==> src/rtl/onehot_select_pkg.sv <==
package onehot_select_pkg;

  // Policy for a select vector with more than one raised line
  typedef enum logic {
    MULTI_UNSPEC  = 1'b0,
    MULTI_DEFAULT = 1'b1
  } multiPolicy_e;

  // Strobes from the select decoder to the data path
  typedef struct packed {
    logic useFallback;
    logic markUnknown;
  } selStrobes_t;

endpackage

==> src/rtl/onehot_select_ctrl.sv <==
module onehot_select_ctrl
  import onehot_select_pkg::*;
#(
  parameter int           LINES  = 5,
  parameter multiPolicy_e POLICY = MULTI_DEFAULT
) (
  input  logic [LINES-1:0] selLines,
  output selStrobes_t      strobes,
  output logic [LINES-1:0] laneEn
);

  logic noneHot;
  logic multiHot;

  always_comb begin
    noneHot  = (selLines == '0);
    // Clearing the lowest raised bit leaves something only if two or more were set
    multiHot = ((selLines & (selLines - LINES'(1))) != '0);
  end

  generate
    if (POLICY == MULTI_DEFAULT) begin : g_guarded
      always_comb begin
        strobes.useFallback = noneHot | multiHot;
        strobes.markUnknown = 1'b0;
      end
    end else begin : g_relaxed
      always_comb begin
        strobes.useFallback = noneHot;
        strobes.markUnknown = multiHot;
      end
    end
  endgenerate

  assign laneEn = strobes.useFallback ? '0 : selLines;

endmodule

==> src/rtl/onehot_select_dpath.sv <==
module onehot_select_dpath
  import onehot_select_pkg::*;
#(
  parameter int DATA_W = 8,
  parameter int LINES  = 5
) (
  input  logic [DATA_W-1:0]       fallbackWord,
  input  logic [DATA_W*LINES-1:0] candBus,
  input  logic [LINES-1:0]        laneEn,
  input  selStrobes_t             strobes,
  output logic [DATA_W-1:0]       muxOut
);

  logic [DATA_W-1:0] gatedWord [LINES];
  logic [DATA_W-1:0] orTree;

  // Gate each candidate word with its lane enable
  generate
    for (genvar g = 0; g < LINES; g++) begin : g_lane
      assign gatedWord[g] = candBus[g*DATA_W +: DATA_W] & {DATA_W{laneEn[g]}};
    end
  endgenerate

  always_comb begin
    orTree = '0;
    for (int i = 0; i < LINES; i++) begin
      orTree = orTree | gatedWord[i];
    end
  end

  always_comb begin
    if (strobes.useFallback) begin
      muxOut = fallbackWord;
    end else if (strobes.markUnknown) begin
      muxOut = 'x;
    end else begin
      muxOut = orTree;
    end
  end

endmodule

==> src/rtl/onehot_select_mux.sv <==
module onehot_select_mux
  import onehot_select_pkg::*;
#(
  parameter int           DATA_W = 8,
  parameter int           LINES  = 5,
  parameter multiPolicy_e POLICY = MULTI_DEFAULT
) (
  input  logic [DATA_W-1:0]       fallbackWord,
  input  logic [DATA_W*LINES-1:0] candBus,
  input  logic [LINES-1:0]        selLines,
  output logic [DATA_W-1:0]       muxOut
);

  selStrobes_t      strobes;
  logic [LINES-1:0] laneEn;

  onehot_select_ctrl #(
    .LINES (LINES),
    .POLICY(POLICY)
  ) ctrl_i (
    .selLines(selLines),
    .strobes (strobes),
    .laneEn  (laneEn)
  );

  onehot_select_dpath #(
    .DATA_W(DATA_W),
    .LINES (LINES)
  ) dpath_i (
    .fallbackWord(fallbackWord),
    .candBus     (candBus),
    .laneEn      (laneEn),
    .strobes     (strobes),
    .muxOut      (muxOut)
  );

endmodule

==> config.mk <==
export PLATFORM = sky130hd
export DESIGN_NAME = onehot_select_mux
export DESIGN_NICKNAME = d
export VERILOG_FILES = /design/src/rtl/onehot_select_pkg.sv /design/src/rtl/onehot_select_ctrl.sv /design/src/rtl/onehot_select_dpath.sv /design/src/rtl/onehot_select_mux.sv
export SDC_FILE = /design/constraint.sdc
export NUM_CORES = 1
export LEC_CHECK = 0
export ABC_AREA = 0
export BUFFER_PORTS_ARGS = -buffer_cell sky130_fd_sc_hd__clkbuf_2
export CORE_MARGIN = 1.5
export CORE_UTILIZATION = 37
export DETAILED_ROUTE_END_ITERATION = 10
export MAX_ROUTING_LAYER = met4
export PLACE_DENSITY = 0.9
export SYNTH_ARGS = -nofsm -noshare
export SYNTH_HDL_FRONTEND = slang
export SYNTH_SLANG_ARGS = --single-unit
==> constraint.sdc <==
create_clock -name vclk -period 6.3
set_input_delay 0.945 -clock vclk [all_inputs]
set_output_delay 0.945 -clock vclk [all_outputs]
set_load 0.01 [all_outputs]
# Yosys cells after proc, flatten, opt, wreduce, memory -nomap -nowiden
# Index checks and enable logic that the tools add are counted.
[totals]
regBits = 0
input_bits = 53
[op_classes]
addsub = 1
mux = 2
n_bitwise = 11
reduce_logical = 2
[op_table]
columns = ["op", "count"]
rows = [
  ["$and A8 B8 Y8", 5],
  ["$or A8 B8 Y8", 4],
  ["$mux W8", 1],
  ["$and A5 B5 Y5", 1],
  ["$logic_not A5 Y1", 1],
  ["$mux W5", 1],
  ["$reduce_bool A5 Y1", 1],
  ["$sub A5 B1 Y5 const B", 1],
  ["$or A1 B1 Y1", 1],
]

# Depth between registers and ports, before layout
# Gate-level depths: netlist (run 1).
[depth]
ltp_word = 11
mapped_depth = 6

# Cells and area by module
# From an unflattened synthesis (run 1), not the netlist that was laid out.
[hier_totals]
cells_unflattened = 51
hier_area_um2 = 397.9
[modules_own_cells]
columns = ["module", "n_inst", "cells_per_inst", "area_each_um2", "seq_area_each_um2"]
rows = [
  ["onehot_select_dpath", 1, 38, 285.3, 0.0],
  ["onehot_select_ctrl", 1, 13, 112.6, 0.0],
]

# Worst setup path after synthesis (run 1)
# No wires, ideal clock.
[synth_timing]
kind = "input -> output"
startpoint = "input port selLines[4]"
endpoint = "output port muxOut[0]"
t_arrival_ps = 2368
required_ps = 5355
slack_ps = 2987
path_stages = 6
n_path_buf = 2
path_cell_list = "or3_1 > buf_6 > nor3b_4 > a211o_4 > buf_12 > mux2_4"
[synth_via]
elab_chain_len = 11
[synth_lines]
columns = ["element", "line", "text"]
rows = [
  ["from (decl)", "onehot_select_mux.sv:10", "input logic [LINES-1:0] selLines,"],
  ["$sub A5 B1 Y5", "onehot_select_ctrl.sv:18", "multiHot = ((selLines & (selLines - LINES'(1))) != '0);"],
  ["$and A5 B5 Y5", "onehot_select_ctrl.sv:18", ""],
  ["$reduce_bool A5 Y1", "onehot_select_ctrl.sv:18", ""],
  ["$or A1 B1 Y1", "onehot_select_ctrl.sv:24", "strobes.useFallback = noneHot | multiHot;"],
  ["$mux W5", "onehot_select_ctrl.sv:35", "assign laneEn = strobes.useFallback ? '0 : selLines;"],
  ["$and A8 B8 Y8", "onehot_select_dpath.sv:20", "assign gatedWord[g] = candBus[g*DATA_W +: DATA_W] & {DATA_W{laneEn[g]}};"],
  ["$or A8 B8 Y8 (4 in series)", "onehot_select_dpath.sv:27", "orTree = orTree | gatedWord[i];"],
  ["$mux W8 *", "onehot_select_dpath.sv:32", "if (strobes.useFallback) begin"],
  ["to (decl)", "onehot_select_mux.sv:11", "output logic [DATA_W-1:0] muxOut"],
]
# Mark *: on every way between the ends. The rest lies on a longest branch, timed or not.

# Final worst setup path (run 1)
[layout_timing]
startpoint = "input port selLines[1]"
endpoint = "output port muxOut[0]"
# The elaborated chain is that of the path after synthesis.

==> results of run 1 <==
layer usage:
layer	global-route usage, %	vias up	share of wire, %
met3	0.568	0	9.3
li1	-	344	-
met5	-	-	0
met1	19.4	293	41
met4	0	0	0
met2	34.8	32	50
critical path, delay by kind of cell:
family,cells,cell delay [ns]
simple gates,2,1.23
buf+inv,2,0.30
mux,1,0.15
compound gates,1,0.31
power breakdown:
part	total [mW]	switching (mW)	internal (mW)
Combinational	0.0522	0.0210	0.0312
Sequential	0	0	0
Clock	0	0	0
Total	0.0522	0.0210	0.0312
layout make-up:
class / count / area, um^2
Fill cell: 119 / 514
Multi-Input combinational cell: 49 / 447
Tap cell: 15 / 18.8
Timing Repair Buffer: 61 / 305
synthesized netlist by cell type:
| library cell | count | share of area [%] |
|---|---|---|
| sky130_fd_sc_hd__a221o_1 | 8 | 16 |
| sky130_fd_sc_hd__a211o_4 | 1 | 3.5 |
| sky130_fd_sc_hd__buf_2 | 1 | 1.0 |
| sky130_fd_sc_hd__nor3b_4 | 1 | 3.8 |
| sky130_fd_sc_hd__buf_12 | 1 | 4.0 |
| sky130_fd_sc_hd__a22oi_1 | 8 | 12 |
| sky130_fd_sc_hd__o21ai_0 | 9 | 9.0 |
| sky130_fd_sc_hd__nand3b_1 | 8 | 12 |
| sky130_fd_sc_hd__or3b_2 | 1 | 1.8 |
| sky130_fd_sc_hd__buf_1 | 1 | 0.75 |
| sky130_fd_sc_hd__mux2_4 | 8 | 24 |
| sky130_fd_sc_hd__nor2_1 | 1 | 0.75 |
| sky130_fd_sc_hd__buf_6 | 1 | 2.3 |
| sky130_fd_sc_hd__or3_1 | 1 | 1.3 |
| sky130_fd_sc_hd__nor3b_1 | 1 | 1.5 |
| sky130_fd_sc_hd__clkbuf_1 | 3 | 2.3 |
| sky130_fd_sc_hd__nor4bb_1 | 1 | 2.0 |
| sky130_fd_sc_hd__xnor2_1 | 1 | 1.8 |
logic make-up (layout without fill, tap and decap cells):
logic type / Yosys count / count (layout) / synth area share [%]
AO/OA/AOI/OAI: 26 / 26 / 40.7
multiplexers: 8 / 8 / 24.1
buffers and inverters: 7 / 61 / 10.3
AND/OR/NAND/NOR: 14 / 14 / 23.1
XOR/XNOR: 1 / 1 / 1.76
worst max path at each step:
stage / startpoint / to / slack, ns / cells after the start
2_1_floorplan: selLines[4] / muxOut[0] / 2.99 / 6
3_3_place_gp: selLines[1] / muxOut[4] / 2.51 / 6
3_5_place_dp: selLines[1] / muxOut[0] / 2.44 / 6
4_1_cts: selLines[1] / muxOut[0] / 2.44 / 6
5_1_grt: selLines[1] / muxOut[4] / 2.27 / 6
6_report: selLines[1] / muxOut[0] / 2.43 / 6
==> summary.md, run 1 <==
| Metric | Value |
|---|---|
| Result of the run | `finished, final reports clean` |
| Endpoint arrival time on the critical path | `between 2 and 3 ns` |
| Placed wire-length estimate after detailed placement | `about 1300 um` |
| Required arrival time at the worst endpoint | `~5.4 ns` |
| Flip-flop and latch area | `0 um^2` |
| Mean area per synthesized cell | `between 8 and 9 um^2` |
| Placed Area | `between 700 and 800 um^2` |
| PD cells | `67.7 nW/um^2` |
| Final Worst Setup Slack | `around 2.4 ns` |
| Count of standard-cell rows | `13` |
| Count of port buffers added during placement | `roughly 60` |
| Sum Neg Setup Slack | `0 ns` |
| Area growth, synth to finish | `54.8%` |
| Final Net Count | `about 170` |
| Pin count of the biggest net entering global routing | `13` |
| Number of hold-slack violations in the final timing report | `0` |
| Hold-critical path endpoint | `muxOut[1]` |
| Post-route ant nets | `0` |
| Max transition margin | `roughly 18%` |
| Routed via count divided by cell count | `5.35` |
| Wire length of the first global-routing pass | `between 1500 and 2000 um` |
| Final setup violation count | `0` |
| Static Leakage | `a little over 0.4 nW` |
| Average detailed-routed wire length per instance | `12.6 um` |
| Start point of the worst min-delay path | `fallbackWord[1]` |
| GR Util All Layers | `around 17%` |
| Total power consumption of the routed design | `~0.052 mW` |
| Final hold slack | `roughly 2.2 ns` |
| Count of pins over their slew limit | `0` |
| Cells along the critical path | `clkbuf_2 -> nor2_1 -> nor4bb_1 -> a221o_1 -> mux2_4 -> clkbuf_2` |
| Count of clock buffers in the final design | `0` |
| Yosys warning total | `0` |
| Final critical path time including I/O delays and setup | `3.87 ns` |
| Cell area after layout | `roughly 770 um^2` |
| DR vias | `669` |
| Maximum fanout count along the critical path | `11` |
| Unrepaired setup endpoints after global routing | `no` |
| Most common library cell in the layout ignoring fill and taps | `sky130_fd_sc_hd__clkbuf_2` |
| Number of instances in the synthesized netlist | `between 50 and 60` |
| Standard cell with the maximum stage delay on the critical path | `sky130_fd_sc_hd__nor4bb_1` |
| Effective utilization at floorplan | `between 30 and 40%` |
| MaxCap Viol Count | `0` |
| Largest voltage drop on the vdd net | `0.0000270 V` |
| Total instance count after detailed placement | `around 130` |
| Number of optimization iterations in the first detailed-route pass | `4` |
| Number of non-filler instances in the completed layout | `125` |
| Number of global-route vias before repair | `around 480` |
| Post-place setup slack | `2.44 ns` |
| Hold-fix buffers, CTS | `0` |
| WHS Path Cells | `3` |
| Highest-count cells in the layout ignoring fill and taps | `61 x sky130_fd_sc_hd__clkbuf_2, 9 x sky130_fd_sc_hd__o21ai_0` |
| DIE HEIGHT | `~40 um` |
| Top-level port count | `61` |
| Seq Cell Count | `0` |
| Count of unique library cells instantiated by Yosys | `18` |
| Delay of the slowest cell on the worst path | `between 1 and 1.5 ns` |
| Most common cell type on the critical path | `sky130_fd_sc_hd__clkbuf_2` |
| Horizontal die dimension | `approximately 40 um` |
| Final core area utilization | `between 50 and 60%` |
| Hold/Removal Path Class | `input pin to output port` |
| Tightest Pin Transition | `1.21 ns` |
| Iteration-0 DRC count of the detailed router | `16` |
| Fraction of layout cells with a size suffix above 1 | `65.5%` |
| Core region area | `~1300 um^2` |
| Sequential area share after synthesis | `0%` |
| Highest Clock Rate | `around 0.26 GHz` |
| Sort of element at the end of the critical path | `output port` |
| Synthesized area | `between 400 and 500 um^2` |
| Resized Gates After CTS | `0` |
| Diodes inserted | `0` |
| Startpoint type of the worst setup path | `input pin` |
| Syn nets | `109` |
| Number of antenna violations at the first check in global routing | `0` |
| Startpoint-to-endpoint class of the critical path | `input pin to output port` |
| Gp weighted congestion | `0.724` |
| Total die area | `between 1500 and 2000 um^2` |
| Remaining global-route overflow | `0` |
| Post-CTS Setup Bufs | `0` |
| Number of DRC violations after detailed routing | `0` |
| Tcrit/Tclk final | `about three fifths` |
| Total wire length | `around 1600 um` |
Note: power is estimated with default switching activity, not from simulation.
==> inputs of run 2 (changes only) <==
CORE_UTILIZATION = 35   (was 37)
PLACE_DENSITY = 0.86   (was 0.9)
clock period = 4.1 ns   (was 6.3 ns; I/O delays follow)
==> run 2 against run 1 <==
  * Sequential share of layout area did not move
  * Worst hold slack got worse by 0.66 ns
  * First-iteration DRC count fell by 44%
  * Final cell count rose by 0.80%
  * Die area rose by 5.3%
  * Design area rose by 0.97%
  * Global-route usage rose by 2.2 points
  * Worst setup slack got worse by 1.4 ns
  * Largest cell class unchanged
  * Largest power group unchanged
  * Highest routed layer unchanged
==> summary.md, run 2 (synthesis gave the netlist of run 1 again) <==
| Metric | Value |
|---|---|
| Number of antenna violations at the first check in global routing | `0` |
| Diodes inserted | `0` |
| Core region area | `1320 um^2` |
| Max transition margin | `72.8%` |
| Total power consumption of the routed design | `between 0.08 and 0.09 mW` |
| Final hold slack | `between 1.5 and 2 ns` |
| Resized Gates After CTS | `0` |
| Number of hold-slack violations in the final timing report | `0` |
| WHS Path Cells | `3` |
| Dominant delay contributor by cell family on the critical path | `simple AND/OR/NAND/NOR gates` |
| Number of optimization iterations in the first detailed-route pass | `4` |
| Highest-count cells in the layout ignoring fill and taps | `61 x sky130_fd_sc_hd__clkbuf_2, 9 x sky130_fd_sc_hd__o21ai_0` |
| Final critical path time including I/O delays and setup | `roughly 3.1 ns` |
| Fraction of layout cells with a size suffix above 1 | `65.8%` |
| Pin count of the biggest net entering global routing | `13` |
| Result of the run | `finished, final reports clean` |
| Tcrit/Tclk final | `between 70% and 80%` |
| Most common cell type on the critical path | `sky130_fd_sc_hd__clkbuf_2` |
| Top-level port count | `61` |
| DR vias | `~700` |
| Horizontal die dimension | `40.7 um` |
| Total instance count after detailed placement | `~130` |
| Standard cell with the maximum stage delay on the critical path | `sky130_fd_sc_hd__or3_1` |
| Area growth, synth to finish | `56.3%` |
| Sort of element at the end of the critical path | `output port` |
| Final core area utilization | `59.1%` |
| PD cells | `between 100 and 150 nW/um^2` |
| FILL cells | `approximately 110` |
| Count of port buffers added during placement | `a little over 60` |
| Tightest Pin Transition | `0.408 ns` |
| Delay of the slowest cell on the worst path | `0.55 ns` |
| Hold-critical path endpoint | `muxOut[4]` |
| Number of DRC violations after detailed routing | `0` |
| Cell area after layout | `778 um^2` |
| Endpoint arrival time on the critical path | `roughly 2.5 ns` |
| Flip-flop and latch area | `0 um^2` |
| Iteration-0 DRC count of the detailed router | `9` |
| Hold-fix buffers, CTS | `0` |
| Unrepaired setup endpoints after global routing | `no` |
| Final Worst Setup Slack | `1.00 ns` |
| Maximum fanout count along the critical path | `12` |
| Post-place setup slack | `1.01 ns` |
| Placed wire-length estimate after detailed placement | `1450 um` |
| Startpoint type of the worst setup path | `input pin` |
| Average detailed-routed wire length per instance | `~13 um` |
| Effective utilization at floorplan | `between 30% and 40%` |
| Post-route ant nets | `0` |
| Static Leakage | `between 0.4 and 0.5 nW` |
| Total wire length | `about 1700 um` |
| Routed via count divided by cell count | `5.59` |
| Number of global-route vias before repair | `between 500 and 600` |
| Start point of the worst min-delay path | `fallbackWord[4]` |
| Most common library cell in the layout ignoring fill and taps | `sky130_fd_sc_hd__clkbuf_2` |
| Post-CTS Setup Bufs | `0` |
| GR Util All Layers | `between 10% and 20%` |
| DIE HEIGHT | `around 41 um` |
| MaxCap Viol Count | `0` |
| Cells along the critical path | `clkbuf_2 -> or3_1 -> nor3b_4 -> a211o_4 -> mux2_4 -> clkbuf_2` |
| Largest voltage drop on the vdd net | `between 0.00005 and 0.00006 V` |
| Seq Cell Count | `0` |
| Final setup violation count | `0` |
| Number of buffer and inverter stages on the critical path | `2` |
| Startpoint-to-endpoint class of the critical path | `input pin to output port` |
| Count of pins over their slew limit | `0` |
| Gp weighted congestion | `just under 0.7` |
| Final Net Count | `roughly 170` |
| Count of clock buffers in the final design | `0` |
| Required arrival time at the worst endpoint | `about 3.5 ns` |
| Total die area | `roughly 1700 um^2` |
| Wire length of the first global-routing pass | `2200 um` |
| Highest Clock Rate | `between 0.3 and 0.4 GHz` |
| Placed Area | `778 um^2` |
| Number of non-filler instances in the completed layout | `about 130` |
| Sum Neg Setup Slack | `0 ns` |
| Count of standard-cell rows | `13` |
| Hold/Removal Path Class | `input pin to output port` |
| Logic depth of the worst path, buffers included | `6` |
| Remaining global-route overflow | `0` |
run 2: how the worst max path moves through the flow:
stage,startpoint,to,slack [ns]
floorplan,selLines[4],muxOut[0],1.45
global placement,selLines[4],muxOut[2],1.05
detailed placement,selLines[4],muxOut[2],1.01
CTS,selLines[4],muxOut[2],1.01
global route,selLines[4],muxOut[5],0.90
finish,selLines[4],muxOut[2],1.00
run 2: routing by layer:
layer | share of wire [%] | GRT usage, %
met1 | 36 | 22.1
met2 | 48 | 36.1
met3 | 15 | 3.26
met4 | 0 | 2.50
met5 | 0 | -
run 2: final cells by class:
type	count	area [um^2]	share of cell area, %
Timing Repair Buffer	62	313	40.2
Multi-Input combinational cell	49	447	57.4
Tap cell	15	18.8	2.41
run 2: power breakdown:
group / switching, mW / leakage, nW / internal (mW)
logic: 0.0330 / 0.413 / 0.0481
registers: 0 / 0 / 0
clock network: 0 / 0 / 0
total: 0.0330 / 0.413 / 0.0481
==> inputs of run 3 (changes only) <==
clock period = 3.1 ns   (was 4.1 ns; I/O delays follow)
==> run 3 against run 2 <==
  * Wire length decreased by 3.2%
  * Largest cell class unchanged
  * Power increased by 32%
  * Utilization increased by 0.57 points
  * Critical path type unchanged
  * Worst setup slack got worse by 0.52 ns
  * Design area increased by 0.96%
  * Sequential share of layout area unchanged
  * Combinational power increased by 32%
  * Final cell count increased by 0.79%
==> summary.md, run 3 (synthesis gave the netlist of run 1 again) <==
| Metric | Value |
|---|---|
| Hold/Removal Path Class | `input pin to output port` |
| Number of hold-slack violations in the final timing report | `0` |
| Largest voltage drop on the vdd net | `0.0000720 V` |
| Number of DRC violations after detailed routing | `0` |
| MaxCap Viol Count | `0` |
| Standard cell with the maximum stage delay on the critical path | `sky130_fd_sc_hd__or3_1` |
| Iteration-0 DRC count of the detailed router | `7` |
| WHS Path Cells | `3` |
| Count of pins over their slew limit | `0` |
| Delay of the slowest cell on the worst path | `0.56 ns` |
| Number of antenna violations at the first check in global routing | `0` |
| Sort of element at the end of the critical path | `output port` |
| Final hold slack | `between 1 and 1.5 ns` |
| Count of clock buffers in the final design | `0` |
| Final core area utilization | `59.6%` |
| Cells along the critical path | `clkbuf_2 -> or3_1 -> nor3b_1 -> a211o_4 -> mux2_4 -> clkbuf_2` |
| PD cells | `~140 nW/um^2` |
| DR vias | `~700` |
| DIE HEIGHT | `a little over 40 um` |
| Final critical path time including I/O delays and setup | `2.61 ns` |
| Hold-critical path endpoint | `muxOut[4]` |
| Startpoint type of the worst setup path | `input pin` |
| Maximum fanout count along the critical path | `12` |
| Seq Cell Count | `0` |
| Area growth, synth to finish | `57.8%` |
| Tcrit/Tclk final | `84.3%` |
| Post-CTS Setup Bufs | `0` |
| Max transition margin | `a little under two thirds` |
| Dominant delay contributor by cell family on the critical path | `simple AND/OR/NAND/NOR gates` |
| Pin count of the biggest net entering global routing | `13` |
| Horizontal die dimension | `approximately 41 um` |
| Most common library cell in the layout ignoring fill and taps | `sky130_fd_sc_hd__clkbuf_2` |
| Highest-count cells in the layout ignoring fill and taps | `61 x sky130_fd_sc_hd__clkbuf_2, 9 x sky130_fd_sc_hd__o21ai_0` |
| Count of port buffers added during placement | `just over 60` |
| Highest Clock Rate | `approximately 0.38 GHz` |
| Post-route ant nets | `0` |
| Static Leakage | `~0.42 nW` |
| Sum Neg Setup Slack | `0 ns` |
| Number of optimization iterations in the first detailed-route pass | `4` |
| Top-level port count | `between 60 and 70` |
| Endpoint arrival time on the critical path | `2.15 ns` |
| Count of standard-cell rows | `13` |
| Total die area | `~1700 um^2` |
| Core region area | `approximately 1300 um^2` |
| Number of global-route vias before repair | `around 520` |
| Final Net Count | `approximately 170` |
| Placed wire-length estimate after detailed placement | `1410 um` |
| Most common cell type on the critical path | `sky130_fd_sc_hd__clkbuf_2` |
| Flip-flop and latch area | `0 um^2` |
| Final setup violation count | `0` |
| Gp weighted congestion | `around 0.7` |
| Startpoint-to-endpoint class of the critical path | `input pin to output port` |
| Resized Gates After CTS | `0` |
| Unrepaired setup endpoints after global routing | `no` |
| Required arrival time at the worst endpoint | `approximately 2.6 ns` |
| Result of the run | `finished, final reports clean` |
| Average detailed-routed wire length per instance | `between 10 and 15 um` |
| Tightest Pin Transition | `0.533 ns` |
| Routed via count divided by cell count | `about 5.4` |
| Total wire length | `between 1500 and 2000 um` |
| Diodes inserted | `0` |
| FILL cells | `~130` |
| Start point of the worst min-delay path | `fallbackWord[4]` |
| Wire length of the first global-routing pass | `roughly 2000 um` |
| Fraction of layout cells with a size suffix above 1 | `between 60% and 70%` |
| Effective utilization at floorplan | `between 30% and 40%` |
| Hold-fix buffers, CTS | `0` |
| GR Util All Layers | `17.3%` |
| Number of buffer and inverter stages on the critical path | `2` |
| Remaining global-route overflow | `0` |
-- run 3: changes by cell type in the layout (fill, tap and decap cells not counted), sizes merged --
cell	delta
buf	+1
-- run 3: metal layers --
| layer | share of wire [%] | global-route usage, % | vias up |
|---|---|---|---|
| met5 | 0 | - | - |
| met4 | 0 | 0 | 0 |
| met3 | 13 | 1.63 | 0 |
| met2 | 49 | 34.9 | 37 |
| met1 | 38 | 18.9 | 307 |
| li1 | - | - | 347 |
-- run 3: worst min-delay path, stage by stage --
cell                       delay [ns]
sky130_fd_sc_hd__clkbuf_2        0.08
sky130_fd_sc_hd__mux2_4          0.12
sky130_fd_sc_hd__clkbuf_2        0.12
-- run 3: where the power goes --
part           switching (mW)  internal [mW]
clock network               0              0
logic                  0.0429         0.0638
registers                   0              0
-- run 3: per-stage QoR --
| stage | power (mW) | cells | cell area (um^2) | setup WS [ns] |
|---|---|---|---|---|
| floorplan | 0.0639 | 56 | 498 | 0.747 |
| global placement | 0.105 | 127 | 786 | 0.516 |
| detailed placement | 0.107 | 127 | 786 | 0.474 |
| CTS | 0.107 | 127 | 786 | 0.472 |
| global route | 0.118 | 127 | 786 | 0.389 |
| finish | 0.107 | 127 | 786 | 0.485 |
-- run 3: cell type report --
cell class / instances / area [um^2] / area share [%]
tap: 15 / 18.8 / 2.39
multi-input combinational: 49 / 447 / 56.8
timing repair buffer: 63 / 320 / 40.8
-- run 3: how the worst max path moves through the flow --
stage | startpoint | to | slack [ns] | cells past startpoint
global placement | selLines[4] | muxOut[2] | 0.52 | 6
floorplan | selLines[4] | muxOut[0] | 0.75 | 6
finish | selLines[4] | muxOut[2] | 0.49 | 6
detailed placement | selLines[4] | muxOut[2] | 0.47 | 6
CTS | selLines[4] | muxOut[2] | 0.47 | 6
global route | selLines[4] | muxOut[7] | 0.39 | 6
